==> config.mk <==
export PLATFORM = sky130hd
export DESIGN_NAME = tri_base_timer
export DESIGN_NICKNAME = d
export VERILOG_FILES = /design/src/rtl/tbt_pkg.sv /design/src/rtl/tbt_div_stage.sv /design/src/rtl/tbt_prescaler.sv /design/src/rtl/tbt_countdown.sv /design/src/rtl/tri_base_timer.sv
export SDC_FILE = /design/constraint.sdc
export NUM_CORES = 1
export LEC_CHECK = 0
export BUFFER_PORTS_ARGS = -buffer_cell sky130_fd_sc_hd__clkbuf_2
export CORE_MARGIN = 2
export CORE_UTILIZATION = 26
export CTS_BUF_LIST = sky130_fd_sc_hd__clkbuf_8
export CTS_CLUSTER_DIAMETER = 100
export DETAILED_ROUTE_END_ITERATION = 10
export PLACE_DENSITY = 0.5
export RECOVER_POWER = 100
export SLEW_MARGIN = 5
export SYNTH_ARGS = -nofsm -noshare
export SYNTH_HDL_FRONTEND = slang
export SYNTH_SLANG_ARGS = --single-unit
==> constraint.sdc <==
create_clock -name clk -period 3.7 [get_ports clk]
set_input_delay 0.185 -clock clk [delete_from_list [all_inputs] [get_ports clk]]
set_output_delay 0.185 -clock clk [all_outputs]
set_load 0.005 [all_outputs]
==> src/rtl/tbt_pkg.sv <==
package tbt_pkg;

  // Resolution selected by the register address of a write.
  typedef enum logic [1:0] {
    RES_US   = 2'd0,
    RES_MS   = 2'd1,
    RES_S    = 2'd2,
    RES_NONE = 2'd3
  } res_e;

  localparam int unsigned NUM_STAGES = 3;

endpackage

==> src/rtl/tbt_div_stage.sv <==
// One modulo-DIV stage. It counts advance pulses and emits a tick on the
// pulse that completes a period. clr has priority and restarts the phase.
module tbt_div_stage #(
  parameter int unsigned DIV = 1000
) (
  input  logic clk,
  input  logic rst,
  input  logic clr,
  input  logic adv,
  output logic tick
);

  localparam int unsigned W    = (DIV > 1) ? $clog2(DIV) : 1;
  localparam logic [W-1:0] LAST = W'(DIV - 1);

  logic [W-1:0] cnt_q;

  assign tick = adv && (cnt_q == LAST);

  always_ff @(posedge clk) begin
    if (rst || clr) begin
      cnt_q <= '0;
    end else if (adv) begin
      if (cnt_q == LAST) cnt_q <= '0;
      else               cnt_q <= cnt_q + W'(1);
    end
  end

endmodule

==> src/rtl/tbt_prescaler.sv <==
// Chain of division stages: cycles -> us tick -> ms tick -> s tick.
module tbt_prescaler #(
  parameter int unsigned CYC_PER_US = 50,
  parameter int unsigned US_PER_MS  = 1000,
  parameter int unsigned MS_PER_S   = 1000
) (
  input  logic                            clk,
  input  logic                            rst,
  input  logic                            clr,
  input  logic                            run,
  output logic [tbt_pkg::NUM_STAGES-1:0]  ticks
);

  localparam int unsigned N = tbt_pkg::NUM_STAGES;

  logic [N:0] chain;
  assign chain[0] = run;

  for (genvar g = 0; g < N; g++) begin : g_stage
    localparam int unsigned D = (g == 0) ? CYC_PER_US :
                                (g == 1) ? US_PER_MS  : MS_PER_S;
    tbt_div_stage #(.DIV(D)) stage_i (
      .clk  (clk),
      .rst  (rst),
      .clr  (clr),
      .adv  (chain[g]),
      .tick (chain[g+1])
    );
    assign ticks[g] = chain[g+1];
  end

endmodule

==> src/rtl/tbt_countdown.sv <==
// Count register, busy flag and latched resolution.
module tbt_countdown #(
  parameter int unsigned CW = 8
) (
  input  logic                           clk,
  input  logic                           rst,
  input  logic                           start,
  input  logic [CW-1:0]                  load_val,
  input  tbt_pkg::res_e                  load_res,
  input  logic [tbt_pkg::NUM_STAGES-1:0] ticks,
  output logic                           busy,
  output logic [CW-1:0]                  count
);
  import tbt_pkg::*;

  logic [CW-1:0] cnt_q;
  logic          busy_q;
  res_e          res_q;
  logic          step;

  always_comb begin
    unique case (res_q)
      RES_US:  step = ticks[0];
      RES_MS:  step = ticks[1];
      RES_S:   step = ticks[2];
      default: step = 1'b0;
    endcase
  end

  always_ff @(posedge clk) begin
    if (rst) begin
      cnt_q  <= '0;
      busy_q <= 1'b0;
      res_q  <= RES_US;
    end else if (start) begin
      cnt_q  <= load_val;
      busy_q <= (load_val != '0);
      res_q  <= load_res;
    end else if (busy_q && step) begin
      cnt_q <= cnt_q - CW'(1);
      if (cnt_q == CW'(1)) busy_q <= 1'b0;
    end
  end

  assign busy  = busy_q;
  assign count = cnt_q;

endmodule

==> src/rtl/tri_base_timer.sv <==
module tri_base_timer #(
  parameter int unsigned CLK_HZ    = 50_000_000,
  parameter int unsigned US_PER_MS = 1000,
  parameter int unsigned MS_PER_S  = 1000,
  parameter int unsigned CW        = 8
) (
  input  logic          clk,
  input  logic          rst,
  input  logic          bus_sel,
  input  logic          bus_we,
  input  logic [1:0]    bus_addr,
  input  logic [CW-1:0] bus_wdata,
  output logic [7:0]    bus_rdata
);
  import tbt_pkg::*;

  localparam int unsigned CYC_PER_US = (CLK_HZ / 1_000_000 > 0) ? CLK_HZ / 1_000_000 : 1;

  logic                  start_w;
  logic                  busy_w;
  logic [CW-1:0]         cnt_w;
  logic [NUM_STAGES-1:0] ticks_w;
  res_e                  res_w;

  assign res_w   = res_e'(bus_addr);
  assign start_w = bus_sel && bus_we && (res_w != RES_NONE);

  tbt_prescaler #(
    .CYC_PER_US (CYC_PER_US),
    .US_PER_MS  (US_PER_MS),
    .MS_PER_S   (MS_PER_S)
  ) presc_i (
    .clk   (clk),
    .rst   (rst),
    .clr   (start_w),
    .run   (busy_w),
    .ticks (ticks_w)
  );

  tbt_countdown #(.CW(CW)) cdn_i (
    .clk      (clk),
    .rst      (rst),
    .start    (start_w),
    .load_val (bus_wdata),
    .load_res (res_w),
    .ticks    (ticks_w),
    .busy     (busy_w),
    .count    (cnt_w)
  );

  // Status at every address; busy is a flop output.
  assign bus_rdata = {7'b0, busy_w};

endmodule

==> results_dict.tcl, run 1 <==
set metrics [dict create \
    finalHoldViolCount 0 \
    cp_slowest_cell "clkbuf_1" \
    synth.avg_cell_area_sq_um 8.224 \
    maxSlewHeadroom_pct 8.217 \
    drive_gt1_share_pct 11.64 \
    dp.final_hpwl_mm 3.728 \
    viasPerCell 5.289 \
    finalWirelength_mm 5.190 \
    clk_latency_ns 0.29 \
    cp-start-kind "register" \
    min_from "bus_wdata[5]" \
    yosysMostFrequentCell "dfxtp_1" \
    cts_hold_buf 0 \
    ioPinCount 22 \
    drtIter0Drc 75 \
    clock_skew_ns 0.01240 \
    finalSetupTns_ns 0 \
    syn_inst 267 \
    rsz0062_at_grt "false" \
    status "finished, final reports clean" \
    r2r_setup_slack_ns 0.89 \
    slowest_delay_ns 1.00 \
    numPortBuffers 14 \
    grt_max_degree 34 \
    num_antenna_cells 0 \
    cpLargestDelayFamily "buffers and inverters" \
    cts_tree "yes" \
    p_total_uw 865.4 \
    synth_edf_count 0 \
    max_freq_mhz 356.0 \
    max_cap_violations 0 \
    cts.htree.levels 2 \
    grtUsageTotal_pct 12.26 \
    crit_buf_inv 2 \
    drc 0 \
    final_cell_count_no_fill 380 \
    cts_made_buffers 5 \
    nets 294 \
    post_cts_buffers 0 \
    yosys-top-cells-count "dfxtp_1 (37), a21oi_1 (22), nand2_1 (22)" \
    cp-end-kind "register" \
    startpoint "presc_i.g_stage[0].stage_i.cnt_q[1]" \
    r2r_start "presc_i.g_stage[0].stage_i.cnt_q[1]" \
    pwr_density_cell_mw_per_mm2 358.2 \
    dpl.cell_count 372 \
    use_met2_pct 18.71 \
    die_w_microns 95.90 \
    finish.utilization_pct 29.40 \
    grt_pass1_wl_mm 8.845 \
    cp_max_fo 33 \
    die_area_sq_mm 0.009197 \
    antenna_left 0 \
    ys_types 55 \
    cts_resized 0 \
    dieHeight_microns 95.90 \
    ys_seq_area_share_pct 33.73 \
    initial_utilization_pct 26.72 \
    wl_per_cell_microns 13.66 \
    crit_chain "inv_1 > ha_1 > nor2b_1 > nand2_1 > clkbuf_1 > o21ai_1 > a21oi_1" \
    syn-cell-area_sq_mm 0.002196 \
    cts_root_buffer "clkbuf_8" \
    ys_ff_latch 37 \
    required_ns 3.92 \
    critical_path_class "register to register" \
    dr.pass1.iters 4 \
    use_met1_pct 17.34 \
    post-route-period-util_pct 75.91 \
    synth_area_leader_cell "dfxtp_1" \
    cts.sinks 37 \
    synth_top_area_share_pct 33.73 \
    final_cell_area_sq_mm 0.002416 \
    num_rows 33 \
    synthTopCellsByArea "dfxtp_1 (34%), a21oi_1 (5.0%), nand2_1 (3.8%), o31ai_1 (3.8%), ha_1 (3.4%)" \
    gr-total-overflow 0 \
    antenna_found_initial 0 \
    worst_slew_pin_slew_ns 1.377 \
    synth_ff_type "dfxtp_1" \
    yosysWarnings 0 \
    hold_class "input pin to register" \
    grt_use_met3_pct 2.819 \
    path_clk_slew_ns 0.09 \
    clk_path_buf_depth 2 \
    design.core.area_sq_mm 0.008217 \
    final-max-slew-violation-count 0 \
    place.gp.congestion 0.8062 \
    grt_most_used_layer "met2" \
    place_area_sq_mm 0.002305 \
    leakage_uw 0.0007764 \
    cp.arrival_ns 3.02 \
    syn2layout_area_growth_pct 10.03 \
    vias 2010 \
    fin_crit_ns 2.809 \
    fill_cells 884 \
    ir_drop_mv 0.1808 \
    async_flop_share_pct 0 \
    setup_viol 0 \
    grt_pass1_vias 1783 \
]
## layer usage
layer,wire [microns],up-vias
met2,2303,62
met5,0,-
li1,-,1008
met1,2607,938
met3,253,2
met4,26,0
## power by group
group	total (uW)	switching (uW)	internal (uW)
clock network	360	158	202
logic	86.5	52.7	33.8
registers	419	12.2	407
## through the flow
| stage | worst slack, ns | hold slack, ns |
|---|---|---|
| after floorplan | 1.740 | 0.3045 |
| after global placement | 1.552 | 0.4339 |
| after detailed placement | 1.439 | 0.4277 |
| after CTS | 1.419 | 0.1181 |
| after global routing | 0.6030 | 0.1260 |
| final | 0.8912 | 0.1288 |
## sequential cells by signal, indices dropped and copies added (netlist names)
register and count:
presc_i.g_stage.stage_i.cnt_q 26, cdn_i.res_q 2, cdn_i.count 8, cdn_i.busy 1
## placed cells by master, fill, tap and decap left out, types with 2 or more instances in the layout
cell / instances
xor2_1: 8
clkbuf_2: 14
nand4b_1: 3
or2_2: 2
nand3_1: 12
a311oi_1: 2
nor4b_1: 2
inv_1: 10
a211oi_1: 2
o2111ai_1: 3
o311ai_0: 4
nor4_1: 8
o31a_1: 4
nor2_1: 20
o41ai_1: 2
o21ai_0: 5
or3_1: 6
or4_1: 9
a21oi_1: 22
ha_1: 6
and4_1: 2
xnor2_1: 3
nor3_1: 3
and2_0: 2
o31ai_1: 11
nand2_1: 22
dfxtp_1: 37
nand4_1: 9
clkbuf_8: 5
conb_1: 7
and2_1: 4
## tightest hold or removal path: stages
cell,delay (ns)
clkbuf_2,0.09
a32oi_1,0.05
nand3_1,0.06
## area by class of cell
class	count	area, sq um	share of cell area, %
multi-input cells	205	1318	54.53
flip-flops and latches	37	740.7	30.66
inverters	10	37.54	1.554
well taps	105	131.4	5.438
clock buffers	5	68.82	2.848
repair buffers	15	73.82	3.055
clock inverters	3	46.29	1.916
## final timing paths
| kind | depth (start not counted) | to |
|---|---|---|
| worst max-delay path | 7 | presc_i.g_stage[1].stage_i.cnt_q[9] |
| worst min-delay path | 3 | cdn_i.count[5] |
| worst max register to register | 7 | presc_i.g_stage[1].stage_i.cnt_q[9] |
| worst min register to register | 2 | presc_i.g_stage[1].stage_i.cnt_q[1] |
## cells by family after synthesis
logic type / synth area share (%)
compound gates: 21.82
xor+xnor: 4.388
fa+ha+maj: 3.419
buf+inv: 7.294
flops: 33.73
other cells: 0.1708
simple gates: 29.17
(Power assumes the default switching activity.)
==> run 2, diff against run 1 <==
clock period = 2.9 ns   (was 3.7 ns; I/O delays follow)
==> run 2 against run 1 <==
  * Register-to-register slack got worse by 0.23 ns
  * Clock skew decreased by 0.0042 ns
  * Wire length increased by 3.0%
  * Worst hold slack got worse by 0.040 ns
  * Cell count increased by 0.53%
  * Utilization increased by 0.11 points
  * Clock-buffer cell count increased by 1
  * Global-route usage increased by 0.20 points
  * Clock power increased by 3%
  * Sequential share of layout area decreased by 0.11 points
  * Setup slack got worse by 0.23 ns
  * Sequential cell count unchanged
  * Largest power group unchanged
==> results_dict.tcl, run 2 (synthesis gave the netlist of run 1 again) <==
set metrics [dict create \
    cpLargestDelayFamily "simple AND/OR/NAND/NOR gates" \
    pwr_density_cell_mw_per_mm2 420.1 \
    place.gp.congestion 0.7986 \
    p_total_uw 1019 \
    worst_slew_pin_slew_ns 0.9565 \
    dp.final_hpwl_mm 3.876 \
    cp.arrival_ns 2.40 \
    num_antenna_cells 0 \
    path_clk_slew_ns 0.08 \
    final_cell_mix "dfxtp_1 (37), nand2_1 (22), a21oi_1 (22)" \
    rsz0062_at_grt "false" \
    syn2layout_area_growth_pct 10.43 \
    antenna_left 0 \
    maxSlewHeadroom_pct 35.94 \
    wl_per_cell_microns 13.99 \
    ioPinCount 22 \
    finalWirelength_mm 5.344 \
    required_ns 3.05 \
    cp-start-kind "register" \
    die_w_microns 95.90 \
    dr.pass1.iters 4 \
    initial_utilization_pct 26.72 \
    largest-register "presc_i.g_stage.stage_i.cnt_q" \
    die_area_sq_mm 0.009197 \
    p_switching_uw 268.2 \
    grt_pass1_vias 1891 \
    power.share.clock_pct 36.3 \
    cts_tree "yes" \
    post_cts_buffers 0 \
    clk_path_buf_depth 2 \
    comb_power_share_pct 11.5 \
    viasPerCell 5.188 \
    p_sw_share_pct 26.32 \
    hold_class "input pin to register" \
    grtUsageTotal_pct 12.45 \
    cp_slowest_cell "o21ai_1" \
    clk_latency_ns 0.29 \
    crit_chain "buf_4 > and4b_1 > nand2_1 > buf_12 > o21ai_1 > nor2_1" \
    antenna_found_initial 0 \
    clock_skew_ns 0.008232 \
    fin_crit_ns 2.243 \
    crit_buf_inv 2 \
    leakage_uw 0.0007936 \
    largest_reg_flops 26 \
    num_rows 33 \
    design.core.area_sq_mm 0.008217 \
    gr-total-overflow 0 \
    finalHoldViolCount 0 \
    vias 1982 \
    cts_made_buffers 5 \
    setup_viol 0 \
    critical_path_class "register to register" \
    numPortBuffers 14 \
    max_cap_violations 0 \
    cts_resized 0 \
    final-max-slew-violation-count 0 \
    grt_pass1_wl_mm 9.087 \
    post-route-period-util_pct 77.34 \
    grt_max_degree 22 \
    cts_root_buffer "clkbuf_8" \
    nets 297 \
    ir_drop_mv 0.2088 \
    cts.sinks 37 \
    slowest_delay_ns 0.52 \
    p_int_uw 750.6 \
    status "finished, final reports clean" \
    cp_max_fo 21 \
    drive_gt1_share_pct 11.91 \
    finalSetupTns_ns 0 \
    drc 0 \
    cp-end-kind "register" \
    dieHeight_microns 95.90 \
    cts_hold_buf 0 \
    final_common_cell "dfxtp_1" \
    drtIter0Drc 121 \
    max_freq_mhz 445.8 \
    cts.htree.levels 2 \
    power_frac_seq_pct 52.2 \
]
-- run 2: cell count changes in the layout (fill, tap and decap cells not counted), sizes merged --
cell	previous run	this run
buf	0	4
clkinv	1	0
clkinvlp	1	0
bufinv	1	0
inv	10	11
-- run 2: area by class of cell --
| cell class | count | area [sq um] |
|---|---|---|
| fillers | 900 | 5792 |
| multi-input cells | 205 | 1318 |
| flip-flops and latches | 37 | 740.7 |
| clock buffers | 6 | 82.58 |
| clock inverters | 1 | 3.754 |
| repair buffers | 18 | 111.4 |
| well taps | 105 | 131.4 |
| inverters | 10 | 37.54 |
-- run 2: worst paths after layout --
check | slack (ns) | end | cells past startpoint | from
setup reg to reg | 0.66 | presc_i.g_stage[1].stage_i.cnt_q[5] | 6 | cdn_i.busy
hold / removal | 0.09 | cdn_i.count[5] | 3 | bus_wdata[5]
setup / recovery | 0.66 | presc_i.g_stage[1].stage_i.cnt_q[5] | 6 | cdn_i.busy
hold reg to reg | 0.47 | presc_i.g_stage[1].stage_i.cnt_q[1] | 2 | presc_i.g_stage[1].stage_i.cnt_q[1]
-- run 2: per-layer routing --
layer	global-route usage (%)	share of wire [%]	wire, microns
met3	2.506	4.1	219
met1	17.68	51	2718
met4	3.571	0.82	44
met5	0	0	0
met2	19.06	44	2361
-- run 2: per-stage QoR --
| step | hold slack [ns] | setup slack, ns | instances | instance area (sq um) | util, % |
|---|---|---|---|---|---|
| after detailed placement | 0.3861 | 0.6526 | 375 | 2340 | 28.48 |
| after floorplan | 0.2645 | 0.9399 | 273 | 2218 | - |
| after CTS | 0.07500 | 0.6499 | 382 | 2426 | 29.53 |
| final | 0.08922 | 0.6570 | 382 | 2425 | 29.51 |
| after global placement | 0.3963 | 0.7306 | 375 | 2340 | 28.48 |
| after global routing | 0.09392 | 0.3589 | 382 | 2425 | 29.51 |
-- run 2: power groups by stage --
stage / Combinational, uW / Clock, uW / Sequential, uW
after global placement: 116 / 0 / 543
after detailed placement: 116 / 0 / 544
final: 117 / 370 / 532
after floorplan: 88.7 / 0 / 540
after global routing: 131 / 405 / 534
after CTS: 116 / 387 / 532
-- run 2: worst reg2reg max path, stage by stage, from the launching register on --
cell	delay, ns
dfxtp_1	0.32
buf_4	0.15
and4b_1	0.36
nand2_1	0.37
buf_12	0.29
o21ai_1	0.52
nor2_1	0.10
==> run 3, diff against run 2 <==
clock period = 2.18 ns   (was 2.9 ns; I/O delays follow)
==> run 3 against run 2 <==
  * Setup slack lost 0.45 ns
  * Critical path depth shrank 1
  * Sequential share of layout area shrank 1.4 points
  * Critical endpoint is now cdn_i.count[3]
  * Power grew 46%
  * Utilization grew 1.4 points
  * Die area is the same
  * Cell area grew 4.8%
  * Critical path type unchanged
==> results_dict.tcl, run 3 (synthesis gave the netlist of run 1 again) <==
set metrics [dict create \
    post-route-worst-setup-slack_ns 0.2032 \
    pre_cts_ws_ns 0.1068 \
    p_sw_share_pct 26.21 \
    antenna_found_initial 0 \
    status "finished, final reports clean" \
    wl_per_cell_microns 13.85 \
    finalWirelength_mm 5.469 \
    cts.htree.levels 2 \
    grt_pass1_wl_mm 9.528 \
    hold_class "input pin to register" \
    finalSetupTns_ns 0 \
    cp-start-kind "register" \
    cts_hold_buf 0 \
    nets 309 \
    required_ns 2.34 \
    dp.final_hpwl_mm 3.998 \
    final_common_cell "dfxtp_1" \
    num_rows 33 \
    post-route-period-util_pct 90.68 \
    cts_root_buffer "clkbuf_8" \
    antenna_left 0 \
    post_cts_buffers 0 \
    cp_max_fo 10 \
    clk_latency_ns 0.30 \
    comb_power_share_pct 10.6 \
    critical_path_class "register to register" \
    finalHoldViolCount 0 \
    grt_pass1_vias 1967 \
    max_cap_violations 0 \
    die_area_sq_mm 0.009197 \
    final_cell_count_no_fill 395 \
    final_cell_area_sq_mm 0.002541 \
    largest-register "presc_i.g_stage.stage_i.cnt_q" \
    grt_max_degree 21 \
    multi_input_area_sq_mm 0.001333 \
    viasPerCell 5.165 \
    clock_skew_ns 0.004674 \
    path_clk_slew_ns 0.08 \
    numPortBuffers 14 \
    max_freq_mhz 505.9 \
    drtIter0Drc 106 \
    ioPinCount 22 \
    cts_tree "yes" \
    dr.pass1.iters 4 \
    gr-total-overflow 0 \
    ir_drop_mv 0.2385 \
    largest_reg_flops 26 \
    cts.sinks 37 \
    syn2layout_area_growth_pct 15.73 \
    cp.arrival_ns 2.14 \
    dieHeight_microns 95.90 \
    place.gp.congestion 0.8255 \
    cts_resized 0 \
    grtUsageTotal_pct 13.00 \
    initial_utilization_pct 26.72 \
    place_area_sq_mm 0.002417 \
    die_w_microns 95.90 \
    dpl.cell_count 387 \
    design.core.area_sq_mm 0.008217 \
    vias 2040 \
    cts_made_buffers 5 \
    worst_slew_pin_slew_ns 0.5291 \
    p_int_uw 1097 \
    p_total_uw 1486 \
    setup_viol 0 \
    power_frac_seq_pct 47.6 \
    pwr_density_cell_mw_per_mm2 584.8 \
    final-max-slew-violation-count 0 \
    seqCellArea_sq_um 740.7 \
    drc 0 \
    final_cell_mix "dfxtp_1 (37), nand2_1 (22), a21oi_1 (22)" \
    rsz0062_at_grt "false" \
    fin_crit_ns 1.977 \
    clk_path_buf_depth 2 \
    fill_cells 899 \
    maxSlewHeadroom_pct 64.62 \
    p_switching_uw 389.6 \
    cp-end-kind "register" \
    drive_gt1_share_pct 17.24 \
    power.share.clock_pct 41.7 \
    num_antenna_cells 0 \
    leakage_uw 0.0008546 \
]
## run 3: path summary, 6_finish.rpt
kind | startpoint | endpoint | slack, ns | cells past startpoint
setup reg to reg | presc_i.g_stage[1].stage_i.cnt_q[3] | cdn_i.count[3] | 0.20 | 5
hold / removal | bus_wdata[5] | cdn_i.count[5] | 0.05 | 3
setup / recovery | presc_i.g_stage[1].stage_i.cnt_q[3] | cdn_i.count[3] | 0.20 | 5
hold reg to reg | cdn_i.busy | cdn_i.busy | 0.48 | 2
## run 3: layout make-up
cell class              instances  area share (%)
flip-flops and latches         37           29.15
multi-input cells             205           52.44
repair buffers                 30           7.238
inverters                      10           1.477
well taps                     105           5.170
clock inverters                 3           1.822
clock buffers                   5           2.708
## run 3: through the flow
step	hold slack [ns]	util [%]
finish	0.04584	30.93
floorplan	0.2285	-
CTS	0.03824	30.82
global placement	0.3579	29.42
detailed placement	0.3556	29.42
global route	0.05703	30.93
## run 3: critical path, cell delays in order (launching register included)
cell,delay [ns]
dfxtp_1,0.35
or3b_4,0.43
o32a_2,0.34
clkbuf_2,0.19
o41ai_1,0.39
a311oi_1,0.15
## run 3: power groups by stage
stage	logic, uW	registers, uW	clock network [uW]
after CTS	158	708	642
final	158	708	620
after floorplan	118	718	0
after detailed placement	157	724	0
after global routing	179	712	676
after global placement	159	723	0
## run 3: metal layers
metal	part of all wire [%]	track usage, %	vias up
li1	-	-	1046
met1	51	18.35	947
met2	43	19.81	42
met3	4.9	3.054	5
met4	1.0	3.452	0
met5	0	0	-
